File: src/rtl/uart_req_pkg.sv
// Package: shared types for the UART request controller.
// Assumes: nothing beyond IEEE 1800-2017.
package uart_req_pkg;

    typedef enum logic [1:0] {
        DMA_OFF    = 2'd0,
        DMA_BOTH   = 2'd1,
        DMA_RXONLY = 2'd2,
        DMA_TXONLY = 2'd3
    } dma_mode_e;

endpackage

File: src/rtl/uart_dma_mode_dec.sv
// Module: uart_dma_mode_dec
// Picks the effective DMA mode from the legacy bit or the extended field.
// Assumes: inputs are stable around the sampling edge of the consumer.
module uart_dma_mode_dec
    import uart_req_pkg::*;
(
    input  logic       mode_src_ext,
    input  logic       dma_basic,
    input  logic [1:0] dma_ext_mode,
    output dma_mode_e  mode
);

    // Select the mode source; the legacy bit only reaches modes 0 and 1.
    always_comb begin
        if (mode_src_ext) begin
            mode = dma_mode_e'(dma_ext_mode);
        end else begin
            mode = dma_basic ? DMA_BOTH : DMA_OFF;
        end
    end

endmodule

File: src/rtl/uart_dma_req_gen.sv
// Module: uart_dma_req_gen
// Registers the RX/TX DMA request lines from FIFO levels and mode.
// Assumes: levels and thresholds share the width CW; synchronous active-low reset.
module uart_dma_req_gen
    import uart_req_pkg::*;
#(
    parameter int CW = 7
) (
    input  logic          clk,
    input  logic          rst_n,
    input  logic          fifo_on,
    input  dma_mode_e     mode,
    input  logic [CW-1:0] tx_thresh,
    input  logic [CW-1:0] rx_thresh,
    input  logic [CW-1:0] tx_level,
    input  logic [CW-1:0] rx_level,
    output logic          rx_dma_req,
    output logic          tx_dma_req
);

    logic rx_cond;
    logic tx_cond;
    logic rx_gate;
    logic tx_gate;

    // Request conditions: threshold based with FIFOs, per character without.
    always_comb begin
        if (fifo_on) begin
            rx_cond = (rx_level != '0) && (rx_level >= rx_thresh);
            tx_cond = (tx_level < tx_thresh);
        end else begin
            rx_cond = (rx_level != '0);
            tx_cond = (tx_level == '0);
        end
    end

    // Mode gating: which of the two lines the current mode may drive.
    always_comb begin
        unique case (mode)
            DMA_OFF:    begin rx_gate = 1'b0; tx_gate = 1'b0; end
            DMA_BOTH:   begin rx_gate = 1'b1; tx_gate = 1'b1; end
            DMA_RXONLY: begin rx_gate = 1'b1; tx_gate = 1'b0; end
            DMA_TXONLY: begin rx_gate = 1'b0; tx_gate = 1'b1; end
            default:    begin rx_gate = 1'b0; tx_gate = 1'b0; end
        endcase
    end

    // Output registers for both request lines.
    always_ff @(posedge clk) begin
        if (!rst_n) begin
            rx_dma_req <= 1'b0;
            tx_dma_req <= 1'b0;
        end else begin
            rx_dma_req <= rx_gate & rx_cond;
            tx_dma_req <= tx_gate & tx_cond;
        end
    end

endmodule

File: src/rtl/uart_tx_irq_hyst.sv
// Module: uart_tx_irq_hyst
// Transmit interrupt with hysteresis around the TX threshold.
// Assumes: an empty FIFO takes priority over the threshold compare.
module uart_tx_irq_hyst #(
    parameter int CW = 7
) (
    input  logic          clk,
    input  logic          rst_n,
    input  logic          fifo_on,
    input  logic          tx_irq_en,
    input  logic [CW-1:0] tx_thresh,
    input  logic [CW-1:0] tx_level,
    output logic          tx_irq
);

    logic st_q;
    logic armed_q;
    logic st_d;
    logic armed_d;

    // Next state: set on empty or on drain below threshold once armed.
    always_comb begin
        st_d    = st_q;
        armed_d = armed_q;
        if (!fifo_on) begin
            st_d    = (tx_level == '0);
            armed_d = 1'b0;
        end else if (tx_level == '0) begin
            st_d    = 1'b1;
            armed_d = 1'b0;
        end else if (tx_level >= tx_thresh) begin
            st_d    = 1'b0;
            armed_d = 1'b1;
        end else if (armed_q) begin
            st_d    = 1'b1;
            armed_d = 1'b0;
        end
    end

    // State and gated output registers.
    always_ff @(posedge clk) begin
        if (!rst_n) begin
            st_q    <= 1'b0;
            armed_q <= 1'b0;
            tx_irq  <= 1'b0;
        end else begin
            st_q    <= st_d;
            armed_q <= armed_d;
            tx_irq  <= tx_irq_en & st_d;
        end
    end

endmodule

File: src/rtl/uart_fifo_req_ctrl.sv
// Module: uart_fifo_req_ctrl (top)
// Builds the TX interrupt, the RX/TX DMA requests and a polled line status
// from FIFO occupancy, thresholds and the mode-control inputs.
// Assumes: occupancy never exceeds DEPTH; synchronous active-low reset.
module uart_fifo_req_ctrl
    import uart_req_pkg::*;
#(
    parameter int DEPTH = 64,
    parameter int CW    = $clog2(DEPTH + 1)
) (
    input  logic          clk,
    input  logic          rst_n,
    input  logic          fifo_on,
    input  logic          tx_irq_en,
    input  logic          dma_basic,
    input  logic          mode_src_ext,
    input  logic [1:0]    dma_ext_mode,
    input  logic [CW-1:0] tx_thresh,
    input  logic [CW-1:0] rx_thresh,
    input  logic [CW-1:0] tx_level,
    input  logic [CW-1:0] rx_level,
    output logic          tx_irq,
    output logic          rx_dma_req,
    output logic          tx_dma_req,
    output logic [1:0]    line_status
);

    dma_mode_e mode;

    uart_dma_mode_dec u_dec (
        .mode_src_ext (mode_src_ext),
        .dma_basic    (dma_basic),
        .dma_ext_mode (dma_ext_mode),
        .mode         (mode)
    );

    uart_dma_req_gen #(.CW(CW)) u_req (
        .clk        (clk),
        .rst_n      (rst_n),
        .fifo_on    (fifo_on),
        .mode       (mode),
        .tx_thresh  (tx_thresh),
        .rx_thresh  (rx_thresh),
        .tx_level   (tx_level),
        .rx_level   (rx_level),
        .rx_dma_req (rx_dma_req),
        .tx_dma_req (tx_dma_req)
    );

    uart_tx_irq_hyst #(.CW(CW)) u_irq (
        .clk       (clk),
        .rst_n     (rst_n),
        .fifo_on   (fifo_on),
        .tx_irq_en (tx_irq_en),
        .tx_thresh (tx_thresh),
        .tx_level  (tx_level),
        .tx_irq    (tx_irq)
    );

    // Polled status register: {tx empty, rx data present}.
    always_ff @(posedge clk) begin
        if (!rst_n) begin
            line_status <= 2'b00;
        end else begin
            line_status <= {(tx_level == '0), (rx_level != '0)};
        end
    end

endmodule

File: config.mk
export PLATFORM = sky130hd
export DESIGN_NAME = uart_fifo_req_ctrl
export DESIGN_NICKNAME = d
export VERILOG_FILES = /design/src/rtl/uart_req_pkg.sv /design/src/rtl/uart_dma_mode_dec.sv /design/src/rtl/uart_dma_req_gen.sv /design/src/rtl/uart_tx_irq_hyst.sv /design/src/rtl/uart_fifo_req_ctrl.sv
export SDC_FILE = /design/constraint.sdc
export NUM_CORES = 1
export LEC_CHECK = 0
export ABC_AREA = 0
export ABC_CLOCK_PERIOD_IN_PS = 1450
export BUFFER_PORTS_ARGS = -buffer_cell sky130_fd_sc_hd__clkbuf_2
export CORE_MARGIN = 3
export CORE_UTILIZATION = 37
export CTS_CLUSTER_SIZE = 14
export DETAILED_ROUTE_END_ITERATION = 8
export PLACE_DENSITY = 0.73
export SYNTH_ARGS = -nofsm -noshare
export SYNTH_HDL_FRONTEND = slang
export SYNTH_SLANG_ARGS = --single-unit
File: constraint.sdc
create_clock -name clk -period 1.45 [get_ports clk]
set_clock_uncertainty 0.2 [all_clocks]
set_input_delay 0.29 -clock clk [delete_from_list [all_inputs] [get_ports clk]]
set_output_delay 0.29 -clock clk [all_outputs]
set_load 0.1 [all_outputs]
== After elaboration in Yosys (flattened, before gate mapping) ==
Index checks and enable logic that the tools add are counted.

* Memory bits (read-only): 0
* Bits in latches: 0
* Input bits: 36
* Memories: 0
* Register bits: 7
* Memory bits (writable): 0
* Output and inout bits: 5

* Mux-type cells: 11
* Add/subtract/negate cells: 0
* Shift-type cells: 0
* Reduce and logical (&&, ||, !) cells: 9
* Divide/modulo/power cells: 0
* Multiply operators: 0
* Equal/unequal tests: 3
* $lt $le $gt $ge: 3
* Bitwise gates (word level): 5

{| class="wikitable"
|+ Operator list
! cell !! number
|-
| 7-bit greater-or-equal comparator || 2
|-
| 1-bit 2-to-1 mux || 8
|-
| 2-bit OR reduction || 4
|-
| 7-bit zero test || 1
|-
| 7-bit less-than comparator || 1
|-
| 7-bit nonzero test || 1
|-
| 2-bit == test, second input constant || 2
|-
| 1-bit case mux with 2 select lines || 2
|-
| 1-bit AND || 3
|-
| 3-bit OR reduction || 1
|-
| 2-bit by 1-bit == test with 1-bit output, second input constant || 1
|-
| 2-bit zero test || 1
|-
| 2-bit 2-to-1 mux || 1
|-
| 1-bit inverter || 2
|-
| 1-bit logical AND || 1
|}

== Longest topological paths before layout ==
Gate-level depths: netlist of run 1.

* Depth in word-level cells: 6
* Gate-level depth with buffers: 6
* Gate-level depth less buffers: 6

== Cells and area by module ==
Synthesis of run 1 repeated with hierarchy kept, for this count alone.

* Cell total of the unflattened synthesis: 101
* Area, all modules: 854.6 um2

{| class="wikitable"
|+ Modules (own cells, without submodules)
! module !! times used !! cells each !! area each (um2) !! sequential area each (um2)
|-
| uart_dma_req_gen || 1 || 57 || 452.9 || 40.0
|-
| uart_tx_irq_hyst || 1 || 34 || 300.3 || 60.1
|-
| uart_fifo_req_ctrl || 1 || 8 || 78.8 || 40.0
|-
| uart_dma_mode_dec || 1 || 2 || 22.5 || 0.0
|}

== Least setup slack after synthesis of run 1 ==
No wires, ideal clock.

* Kind: input port to flip-flop
* From: in tx_level[0]
* To: reg u_irq.armed_q
* Buffers on the path: 0
* Setup time: 0.118 ns
* Data arrival time: 1.276 ns
* Required time: 1.132 ns
* Stages: 6
* Path slack: -0.144 ns
* Path through: inv_1 -> ha_1 -> nand2b_1 -> a211oi_1 -> o21ai_0 -> and4b_2

* Cells in the longest elaborated chain, start to end: 2

{| class="wikitable"
|+ RTL lines
! element !! line !! source
|-
| from (decl) || uart_fifo_req_ctrl.sv:20 || <nowiki>input logic [CW-1:0] tx_level,</nowiki>
|-
| 7-bit greater-or-equal comparator or 7-bit zero test (tied branches) || uart_tx_irq_hyst.sv:31, uart_tx_irq_hyst.sv:28 ||
|-
| 1-bit 2-to-1 mux or 3-bit OR reduction (tied branches) || - ||
|-
| to (signal assigned) || uart_tx_irq_hyst.sv:48 || <nowiki>armed_q <= armed_d;</nowiki>
|-
| to (decl) || uart_tx_irq_hyst.sv:17 || <nowiki>logic armed_q;</nowiki>
|}

Several ways; a longest one is shown, not always the timed one.
A chain may end at the register's enable or synchronous reset.

== Worst setup path in the final report of run 1 ==
* From: in tx_level[1]
* To: reg u_irq.armed_q

The elaborated chain is that of the path after synthesis.

==> results.json, run 1 <==
{
  "finalCritPeriodShare_pct": 100,
  "ys_seq_area_share_pct": 21.3,
  "placedCellCount": 149,
  "fill_cells": 136,
  "top_layer_used": "met4",
  "swShare_pct": 31.7,
  "drt_iter0_drc": 11,
  "grt_pass1_wl_um": 2500,
  "ir_drop_mv": 0.387,
  "setup-tns-final_ns": -0.00668,
  "period_needed_ns": 1.46,
  "slew_headroom_pct": 81.8,
  "cts_made_buffers": 3,
  "max_stage_delay_ns": 0.53,
  "path_class": "in2reg",
  "final_layout_size_suffix_gt1_share_pct": 45.0,
  "num_antenna_cells": 0,
  "holdCritPathClass": "in2reg",
  "die_y_um": 48.2,
  "grt_pass1_vias": 707,
  "utilization_pct": 67.1,
  "fin_cells": 153,
  "h-tree-depth": 1,
  "num_io_pins": 41,
  "synth_top_area_cell": "ha_1",
  "syn-cell-area_um2": 659,
  "antenna_found_initial": 0,
  "die_area_um2": 2320,
  "seqCellArea_um2": 140,
  "setup_slack_ns": -0.00668,
  "syn_to_final_growth_pct": 62.2,
  "wl_met2_um": 799,
  "std_cell_rows": 14,
  "nets": 180,
  "overflow": 0,
  "synth_top_area_share_pct": 26.6,
  "clockBufferDepth": 2,
  "cap_violations": 0,
  "vias_per_cell": 4.78,
  "cts_tree": "built",
  "remaining_drc_errors": 0,
  "cp_slowest_cell": "or4_4",
  "fmax_mhz": 686,
  "grt_max_degree": 7,
  "internal-power_uw": 435,
  "synth.avg_cell_area_um2": 8.68,
  "combPwrFrac_pct": 40.3,
  "tightest_slew_ns": 0.271,
  "finalSetupViolations": 1,
  "path_max_fanout": 3,
  "initial_utilization_pct": 41.4,
  "cp_cell_sequence": "buf_6 > or4_4 > nor4_4 > and4b_2",
  "synth_ff_type": "dfxtp_1",
  "chipWidth_um": 48.2,
  "dp_hpwl_um": 1460,
  "antenna_left": 0,
  "core-area_um2": 1590,
  "place_area_um2": 1040,
  "rsz0062_at_grt": "yes",
  "design_area_um2": 1070,
  "synth_nets": 126,
  "synthCells": 76,
  "violations": "negative setup slack",
  "seqPwrFrac_pct": 32.3,
  "synth_edf_count": 0,
  "cts.clk_slew.worst_paths_ns": 0.05,
  "clk-insertion-delay-late_ns": 0.25,
  "power.leakage_nw": 0.608,
  "synth_async_sr_flop_share_pct": 0,
  "critPathArrivalTime_ns": 1.39,
  "cellPowerDensity_nw_per_um2": 596,
  "yosysWarnings": 0,
  "first_pass_iters": 4,
  "slew_viol_final": 0,
  "gp_congestion": 0.816,
  "crit_path_end_kind": "flop",
  "synth.top_cells.by_area": "ha_1 27%, dfxtp_1 21%, inv_1 9.1%, nor4_4 3.2%, a21oi_1 3.0%",
  "met1_length_um": 604,
  "vias": 731,
  "synth_most_common_cell": "inv_1",
  "finalHoldViolCount": 0,
  "wl_met3_um": 106,
  "cts-root-buf": "clkbuf_4",
  "grt_usage_pct": 15.3,
  "p_clk_share_pct": 27.4,
  "synth_common_cells": "16 x inv_1, 14 x ha_1, 7 x dfxtp_1, 5 x nand2_1, 4 x a21oi_1",
  "startpoint_type": "primary input",
  "cts.sinks": 7,
  "routedWlPerCell_um": 10.1,
  "synth_seq_cells": 7,
  "required_ns": 1.39,
  "switchingPower_uw": 202,
  "post_cts_buffers": 0,
  "multi_input_area_um2": 464,
  "wirelength_um": 1550,
  "portBuffers": 40,
  "status": "finished, violations left",
  "synth.distinct_cells": 29
}
## path summary, 6_finish.rpt
kind	startpoint	to	slack, ns	cells past startpoint
max reg2reg	u_irq.armed_q$_SDFF_PP0_	u_irq.tx_irq$_SDFF_PN0_	0.40	3
max	tx_level[1]	u_irq.armed_q$_SDFF_PP0_	-0.007	4
min reg2reg	u_irq.st_q$_SDFF_PN0_	u_irq.st_q$_SDFF_PN0_	0.45	3
min	tx_irq_en	u_irq.tx_irq$_SDFF_PN0_	0.09	2
## placed cells by master (no fill, tap or decap), types with 2 or more instances in the layout
master	n
clkbuf_2	34
dfxtp_1	7
inv_1	16
buf_4	9
nand2b_1	3
clkbuf_4	3
nor2b_1	2
o211ai_1	2
buf_12	5
ha_1	14
nand2_1	5
o21ai_1	2
a21oi_1	4
## stage by stage
| step | power, mW | hold WS (ns) | setup slack [ns] |
|---|---|---|---|
| final | 0.637 | 0.0883 | -0.00668 |
| after global routing | 0.686 | 0.0817 | -0.0472 |
| after CTS | 0.641 | 0.0887 | -0.0208 |
| after detailed placement | 0.466 | 0.343 | -0.282 |
| after global placement | 0.456 | 0.329 | -0.251 |
| after floorplan | 0.337 | 0.219 | -0.113 |
## worst max-delay path: cells and delay by family
kind          cells  cell delay (ns)
simple gates      3             1.01
buf+inv           1             0.09
## sequential cells by signal (all words and copies together), names as in the netlist
signal	cells
u_req.tx_dma_req	1
u_irq.tx_irq	1
u_irq.st_q	1
line_status	2
u_req.rx_dma_req	1
u_irq.armed_q	1
## cell type report
type / instances / share of cell area (%)
Clock buffer: 4 / 2.46
Inverter: 16 / 5.61
Multi-Input combinational cell: 53 / 43.4
Sequential cell: 7 / 13.1
Tap cell: 24 / 2.81
Timing Repair Buffer: 49 / 32.6
## repair_timing
item | 4_1_cts | 5_1_grt
pin swaps | 1 | 2
resized for setup | 0 | 3
endpoints found under the setup margin | 2 | 4
hold endpoints to repair | 0 | 0
hold buffers | 0 | 0
## logic make-up after synthesis
family | after synthesis | share of synthesized area [%]
simple gates | 18 | 20.1
xor+xnor | 1 | 1.33
fa+ha+maj | 14 | 26.6
mux | 1 | 1.52
flops | 7 | 21.3
compound gates | 19 | 20.1
buf+inv | 16 | 9.11
## power by group through the flow
stage	Clock, mW	Combinational, mW	Sequential (mW)
after global routing	0.197	0.284	0.206
after detailed placement	0	0.256	0.210
final	0.175	0.257	0.206
after CTS	0.177	0.258	0.206
after floorplan	0	0.0893	0.248
after global placement	0	0.247	0.210
## layer usage
metal	up-vias	global-route usage, %
li1	378	-
met1	319	15.0
met2	30	29.7
met3	4	2.58
met4	0	8.06
met5	-	0
(Power assumes the default switching activity.)
==> run 2, diff against run 1 <==
--- a/config.mk
+++ b/config.mk
@@ -6,13 +6,14 @@
 export NUM_CORES = 1
 export LEC_CHECK = 0
 export ABC_AREA = 0
-export ABC_CLOCK_PERIOD_IN_PS = 1450
+export ABC_CLOCK_PERIOD_IN_PS = 1900
 export BUFFER_PORTS_ARGS = -buffer_cell sky130_fd_sc_hd__clkbuf_2
 export CORE_MARGIN = 3
-export CORE_UTILIZATION = 37
+export CORE_UTILIZATION = 44
 export CTS_CLUSTER_SIZE = 14
 export DETAILED_ROUTE_END_ITERATION = 8
-export PLACE_DENSITY = 0.73
+export PLACE_DENSITY = 0.81
+export SKIP_LAST_GASP = 1
 export SYNTH_ARGS = -nofsm -noshare
 export SYNTH_HDL_FRONTEND = slang
 export SYNTH_SLANG_ARGS = --single-unit
==> constraint.sdc (replaced) <==
create_clock -name clk -period 1.9 [get_ports clk]
set_clock_uncertainty 0.2 [all_clocks]
set_input_delay 0.38 -clock clk [delete_from_list [all_inputs] [get_ports clk]]
set_output_delay 0.38 -clock clk [all_outputs]
set_load 0.1 [all_outputs]
==> run 2 against run 1 <==
  * The flow now finishes without violations
  * Clock power down 25%
  * Non-clock buffer count down 8
  * Register-to-register slack better by 0.47 ns
  * Utilization up 0.45 points
  * Critical path type is now reg2out
==> results.json, run 2 (same netlist as run 1, synthesis figures left out) <==
{
  "antenna_left": 0,
  "vias_per_cell": 4.99,
  "cp_cell_sequence": "clkbuf_2",
  "drt_iter0_drc": 1,
  "slew_viol_final": 0,
  "critPathArrivalTime_ns": 1.02,
  "finalHoldViolCount": 0,
  "power.leakage_nw": 0.545,
  "pre_cts_ws_ns": 0.0497,
  "grt_max_degree": 7,
  "required_ns": 1.32,
  "grt_usage_pct": 16.3,
  "fmax_mhz": 625,
  "syn_to_final_growth_pct": 38.3,
  "cts.sinks": 7,
  "h-tree-depth": 1,
  "gp_congestion": 0.814,
  "period_needed_ns": 1.60,
  "antenna_found_initial": 0,
  "holdCritPathClass": "in2reg",
  "rsz0062_at_grt": "no",
  "final_cell_mix": "40 x clkbuf_2, 16 x inv_1, 14 x ha_1",
  "clockBufferDepth": 2,
  "setup-tns-final_ns": 0,
  "largest_reg_flops": 2,
  "critPathTopFamily": "buffers and inverters",
  "largest_register": "line_status",
  "core-area_um2": 1350,
  "clk-insertion-delay-late_ns": 0.25,
  "num_io_pins": 41,
  "tightest_slew_ns": 0.540,
  "finalSetupViolations": 0,
  "wirelength_um": 1480,
  "cts.hold.buffers_added": 0,
  "setup_slack_ns": 0.300,
  "std_cell_rows": 13,
  "cap_violations": 0,
  "remaining_drc_errors": 0,
  "dp_hpwl_um": 1370,
  "chipWidth_um": 44.7,
  "cp_slowest_cell": "clkbuf_2",
  "cts-root-buf": "clkbuf_4",
  "fill_cells": 123,
  "slew_headroom_pct": 64.2,
  "nets": 172,
  "die_y_um": 44.7,
  "vias": 679,
  "finalCritPeriodShare_pct": 84.2,
  "final_layout_size_suffix_gt1_share_pct": 40.5,
  "num_antenna_cells": 0,
  "overflow": 0,
  "initial_utilization_pct": 48.8,
  "cts.clk_slew.worst_paths_ns": 0.05,
  "timing.hold.ws_ns": 0.168,
  "status": "finished, final reports clean",
  "first_pass_iters": 3,
  "crit_path_end_kind": "output pin",
  "die_area_um2": 2000,
  "portBuffers": 40,
  "routedWlPerCell_um": 10.9,
  "startpoint_type": "flop",
  "cts_resized": 0,
  "grt_pass1_wl_um": 2420,
  "grt_pass1_vias": 669,
  "cts_tree": "built",
  "cts_made_buffers": 3,
  "max_stage_delay_ns": 0.45,
  "layout_commonest_cell": "clkbuf_2",
  "cellPowerDensity_nw_per_um2": 490,
  "post_cts_buffers": 0,
  "ir_drop_mv": 0.296,
  "path_max_fanout": 1,
  "path_class": "reg2out",
  "path_buf_inv": 1
}
==> run 2: changes by cell type in the layout (fill, tap and decap cells not counted) <==
cell / before / now
o21ai_0: 1 / 3
buf_12: 5 / 0
a211oi_2: 1 / 0
buf_4: 9 / 1
a211oi_1: 0 / 1
clkbuf_2: 34 / 40
buf_6: 1 / 0
o21ai_1: 2 / 0
==> run 2: final timing paths <==
| kind | end | startpoint | slack, ns | depth (start not counted) |
|---|---|---|---|---|
| worst max-delay path | tx_dma_req | u_req.tx_dma_req$_SDFF_PN0_ | 0.30 | 1 |
| worst min-delay path | u_irq.tx_irq$_SDFF_PN0_ | tx_irq_en | 0.17 | 2 |
| worst max register to register | u_irq.tx_irq$_SDFF_PN0_ | u_irq.armed_q$_SDFF_PP0_ | 0.87 | 3 |
| worst min register to register | u_irq.st_q$_SDFF_PN0_ | u_irq.st_q$_SDFF_PN0_ | 0.46 | 3 |
==> run 2: routing by layer <==
metal | routed length [um] | vias to the layer above | global-route usage, %
met5 | 0 | - | 0
met3 | 119 | 5 | 4.78
met2 | 787 | 31 | 31.5
met1 | 546 | 281 | 15.5
met4 | 26 | 0 | 7.23
li1 | - | 362 | -
==> run 2: layout make-up <==
| cell class | count | area, um^2 | share of cell area [%] |
|---|---|---|---|
| Multi-Input combinational cell | 53 | 459 | 50.3 |
| Clock buffer | 4 | 26.3 | 2.88 |
| Tap cell | 15 | 18.8 | 2.06 |
| Sequential cell | 7 | 140 | 15.4 |
| Inverter | 16 | 60.1 | 6.58 |
| Timing Repair Buffer | 41 | 208 | 22.8 |
==> run 2: metrics by stage <==
| step | utilization, % | cell area [um^2] | instances | power (mW) |
|---|---|---|---|---|
| after floorplan | - | 659 | 76 | 0.255 |
| after CTS | 67.6 | 912 | 136 | 0.453 |
| after detailed placement | 65.6 | 886 | 132 | 0.321 |
| after global placement | 65.6 | 886 | 132 | 0.315 |
| final | 67.6 | 912 | 136 | 0.447 |
| after global routing | 67.6 | 912 | 136 | 0.481 |
==> run 2: report_power, final <==
part / switching (mW) / internal (mW) / total, mW
clock: 0.0510 / 0.0799 / 0.131
combinational: 0.0915 / 0.0699 / 0.161
sequential: 0.00163 / 0.153 / 0.155
total: 0.144 / 0.303 / 0.447
==> run 3, diff against run 2 <==
--- a/config.mk
+++ b/config.mk
@@ -6,13 +6,13 @@
 export NUM_CORES = 1
 export LEC_CHECK = 0
 export ABC_AREA = 0
-export ABC_CLOCK_PERIOD_IN_PS = 1900
+export ABC_CLOCK_PERIOD_IN_PS = 1400
 export BUFFER_PORTS_ARGS = -buffer_cell sky130_fd_sc_hd__clkbuf_2
 export CORE_MARGIN = 3
-export CORE_UTILIZATION = 44
+export CORE_UTILIZATION = 37
 export CTS_CLUSTER_SIZE = 14
 export DETAILED_ROUTE_END_ITERATION = 8
-export PLACE_DENSITY = 0.81
+export PLACE_DENSITY = 0.73
 export SKIP_LAST_GASP = 1
 export SYNTH_ARGS = -nofsm -noshare
 export SYNTH_HDL_FRONTEND = slang
==> constraint.sdc (replaced) <==
create_clock -name clk -period 1.4 [get_ports clk]
set_clock_uncertainty 0.2 [all_clocks]
set_input_delay 0.28 -clock clk [delete_from_list [all_inputs] [get_ports clk]]
set_output_delay 0.28 -clock clk [all_outputs]
set_load 0.1 [all_outputs]
==> run 3 against run 2 <==
  * The flow now finishes with violations (negative setup slack)
  * Sequential power is 37% higher
  * Global-route usage down 0.75 points
  * Clock power up 36%
  * Critical path depth increased by 4
  * Utilization up 1.7 points
  * Die area up 16%
  * Wire length rose by 12%
  * Via count up 8.5%
  * Non-clock buffer count increased by 8
  * First-iteration DRC count rose to 3.0 times the previous value
  * Critical endpoint is now u_req.tx_dma_req$_SDFF_PN0_
  * Largest cell class unchanged
==> results.json, run 3 (same netlist as run 1, synthesis figures left out) <==
{
  "status": "finished, violations left",
  "violations": "negative setup slack",
  "rsz0062_at_grt": "yes",
  "finalHoldViolCount": 0,
  "die_y_um": 48.2,
  "ir_drop_mv": 0.387,
  "cp_slowest_cell": "or4_4",
  "path_max_fanout": 3,
  "finalPower_uw": 671,
  "routedWlPerCell_um": 10.9,
  "grt_max_degree": 7,
  "cts.clk_slew.worst_paths_ns": 0.05,
  "cp_cell_sequence": "buf_6 > or4_4 > nor4_4 > o21ai_2 > nor4_2",
  "syn_to_final_growth_pct": 67.4,
  "post_cts_buffers": 0,
  "portBuffers": 40,
  "holdCritPathClass": "in2reg",
  "swShare_pct": 31.8,
  "gp_congestion": 0.811,
  "clk-insertion-delay-late_ns": 0.25,
  "period_needed_ns": 1.43,
  "path_buf_inv": 1,
  "die_area_um2": 2320,
  "seqPwrFrac_pct": 31.8,
  "vias": 737,
  "drt_iter0_drc": 3,
  "first_pass_iters": 3,
  "chipWidth_um": 48.2,
  "required_ns": 1.36,
  "critPathTopFamily": "simple AND/OR/NAND/NOR gates",
  "design_area_um2": 1100,
  "num_antenna_cells": 0,
  "core-area_um2": 1590,
  "combPwrFrac_pct": 41.7,
  "internal-power_uw": 457,
  "slew_headroom_pct": 81.5,
  "power.leakage_nw": 0.616,
  "std_cell_rows": 14,
  "cap_violations": 0,
  "grt_usage_pct": 15.6,
  "place_area_um2": 1040,
  "cts_tree": "built",
  "final_cell_mix": "34 x clkbuf_2, 16 x inv_1, 13 x ha_1",
  "slew_viol_final": 0,
  "p_clk_share_pct": 26.5,
  "initial_utilization_pct": 41.4,
  "cts.sinks": 7,
  "grt_pass1_vias": 733,
  "startpoint_type": "primary input",
  "h-tree-depth": 1,
  "overflow": 0,
  "vias_per_cell": 4.82,
  "cts-root-buf": "clkbuf_4",
  "grt_pass1_wl_um": 2640,
  "switchingPower_uw": 213,
  "finalCritPeriodShare_pct": 102,
  "critPathArrivalTime_ns": 1.39,
  "fmax_mhz": 700,
  "antenna_left": 0,
  "setup-tns-final_ns": -0.0575,
  "final_layout_size_suffix_gt1_share_pct": 48.8,
  "nets": 180,
  "largest_reg_flops": 2,
  "cellPowerDensity_nw_per_um2": 608,
  "dp_hpwl_um": 1510,
  "remaining_drc_errors": 0,
  "antenna_found_initial": 0,
  "utilization_pct": 69.2,
  "path_class": "in2reg",
  "wirelength_um": 1660,
  "layout_commonest_cell": "clkbuf_2",
  "crit_path_end_kind": "flop",
  "setup_slack_ns": -0.0282,
  "clockBufferDepth": 2,
  "num_io_pins": 41,
  "largest_register": "line_status",
  "cts_made_buffers": 3,
  "tightest_slew_ns": 0.275,
  "max_stage_delay_ns": 0.53,
  "finalSetupViolations": 3
}
[run 3: cell types whose count changed in the layout (fill, tap and decap cells not counted), sizes merged]
cell / delta
buf: +14
clkbuf: -6
[run 3: area by class of cell]
type | count | area (um^2)
flip-flops and latches | 7 | 140
fillers | 141 | 490
clock buffers | 4 | 26.3
well taps | 24 | 30.0
multi-input cells | 53 | 498
repair buffers | 49 | 349
inverters | 16 | 60.1
[run 3: worst paths after layout]
path	slack (ns)	from	to	depth (start not counted)
setup / recovery	-0.03	tx_level[1]	u_req.tx_dma_req$_SDFF_PN0_	5
hold / removal	0.07	tx_irq_en	u_irq.tx_irq$_SDFF_PN0_	2
setup reg to reg	0.37	u_irq.armed_q$_SDFF_PP0_	u_irq.tx_irq$_SDFF_PN0_	3
hold reg to reg	0.44	u_irq.st_q$_SDFF_PN0_	u_irq.st_q$_SDFF_PN0_	3
[run 3: what timing repair did]
item,4_1_cts,5_1_grt
gates resized for setup,0,6
hold buffers,0,0
setup endpoints to repair,3,4
pin swaps,2,6
[run 3: power by group through the flow]
| stage | Clock, mW | Combinational, mW | Sequential (mW) |
|---|---|---|---|
| 2_1_floorplan | 0 | 0.0960 | 0.257 |
| 3_3_place_gp | 0 | 0.257 | 0.217 |
| 3_5_place_dp | 0 | 0.267 | 0.217 |
| 4_1_cts | 0.189 | 0.269 | 0.213 |
| 5_1_grt | 0.201 | 0.310 | 0.213 |
| 6_report | 0.178 | 0.279 | 0.213 |
[run 3: stage by stage]
stage,hold WS (ns),cells,worst slack (ns)
after floorplan,0.209,76,-0.153
after global placement,0.318,149,-0.287
after detailed placement,0.324,149,-0.306
after CTS,0.0625,153,-0.0383
after global routing,0.0621,153,-0.128
final,0.0726,153,-0.0282
[run 3: worst register-to-register path: stages (launching register included)]
cell and delay [ns]:
dfxtp_1 0.30, o211a_1 0.21, o211ai_1 0.11, a21boi_1 0.09
[run 3: per-layer routing]
metal	global-route usage, %	wire, um	vias up
li1	-	-	377
met5	0	0	-
met1	14.9	592	333
met2	32.0	958	27
met4	5.91	0	0
met3	2.21	113	0
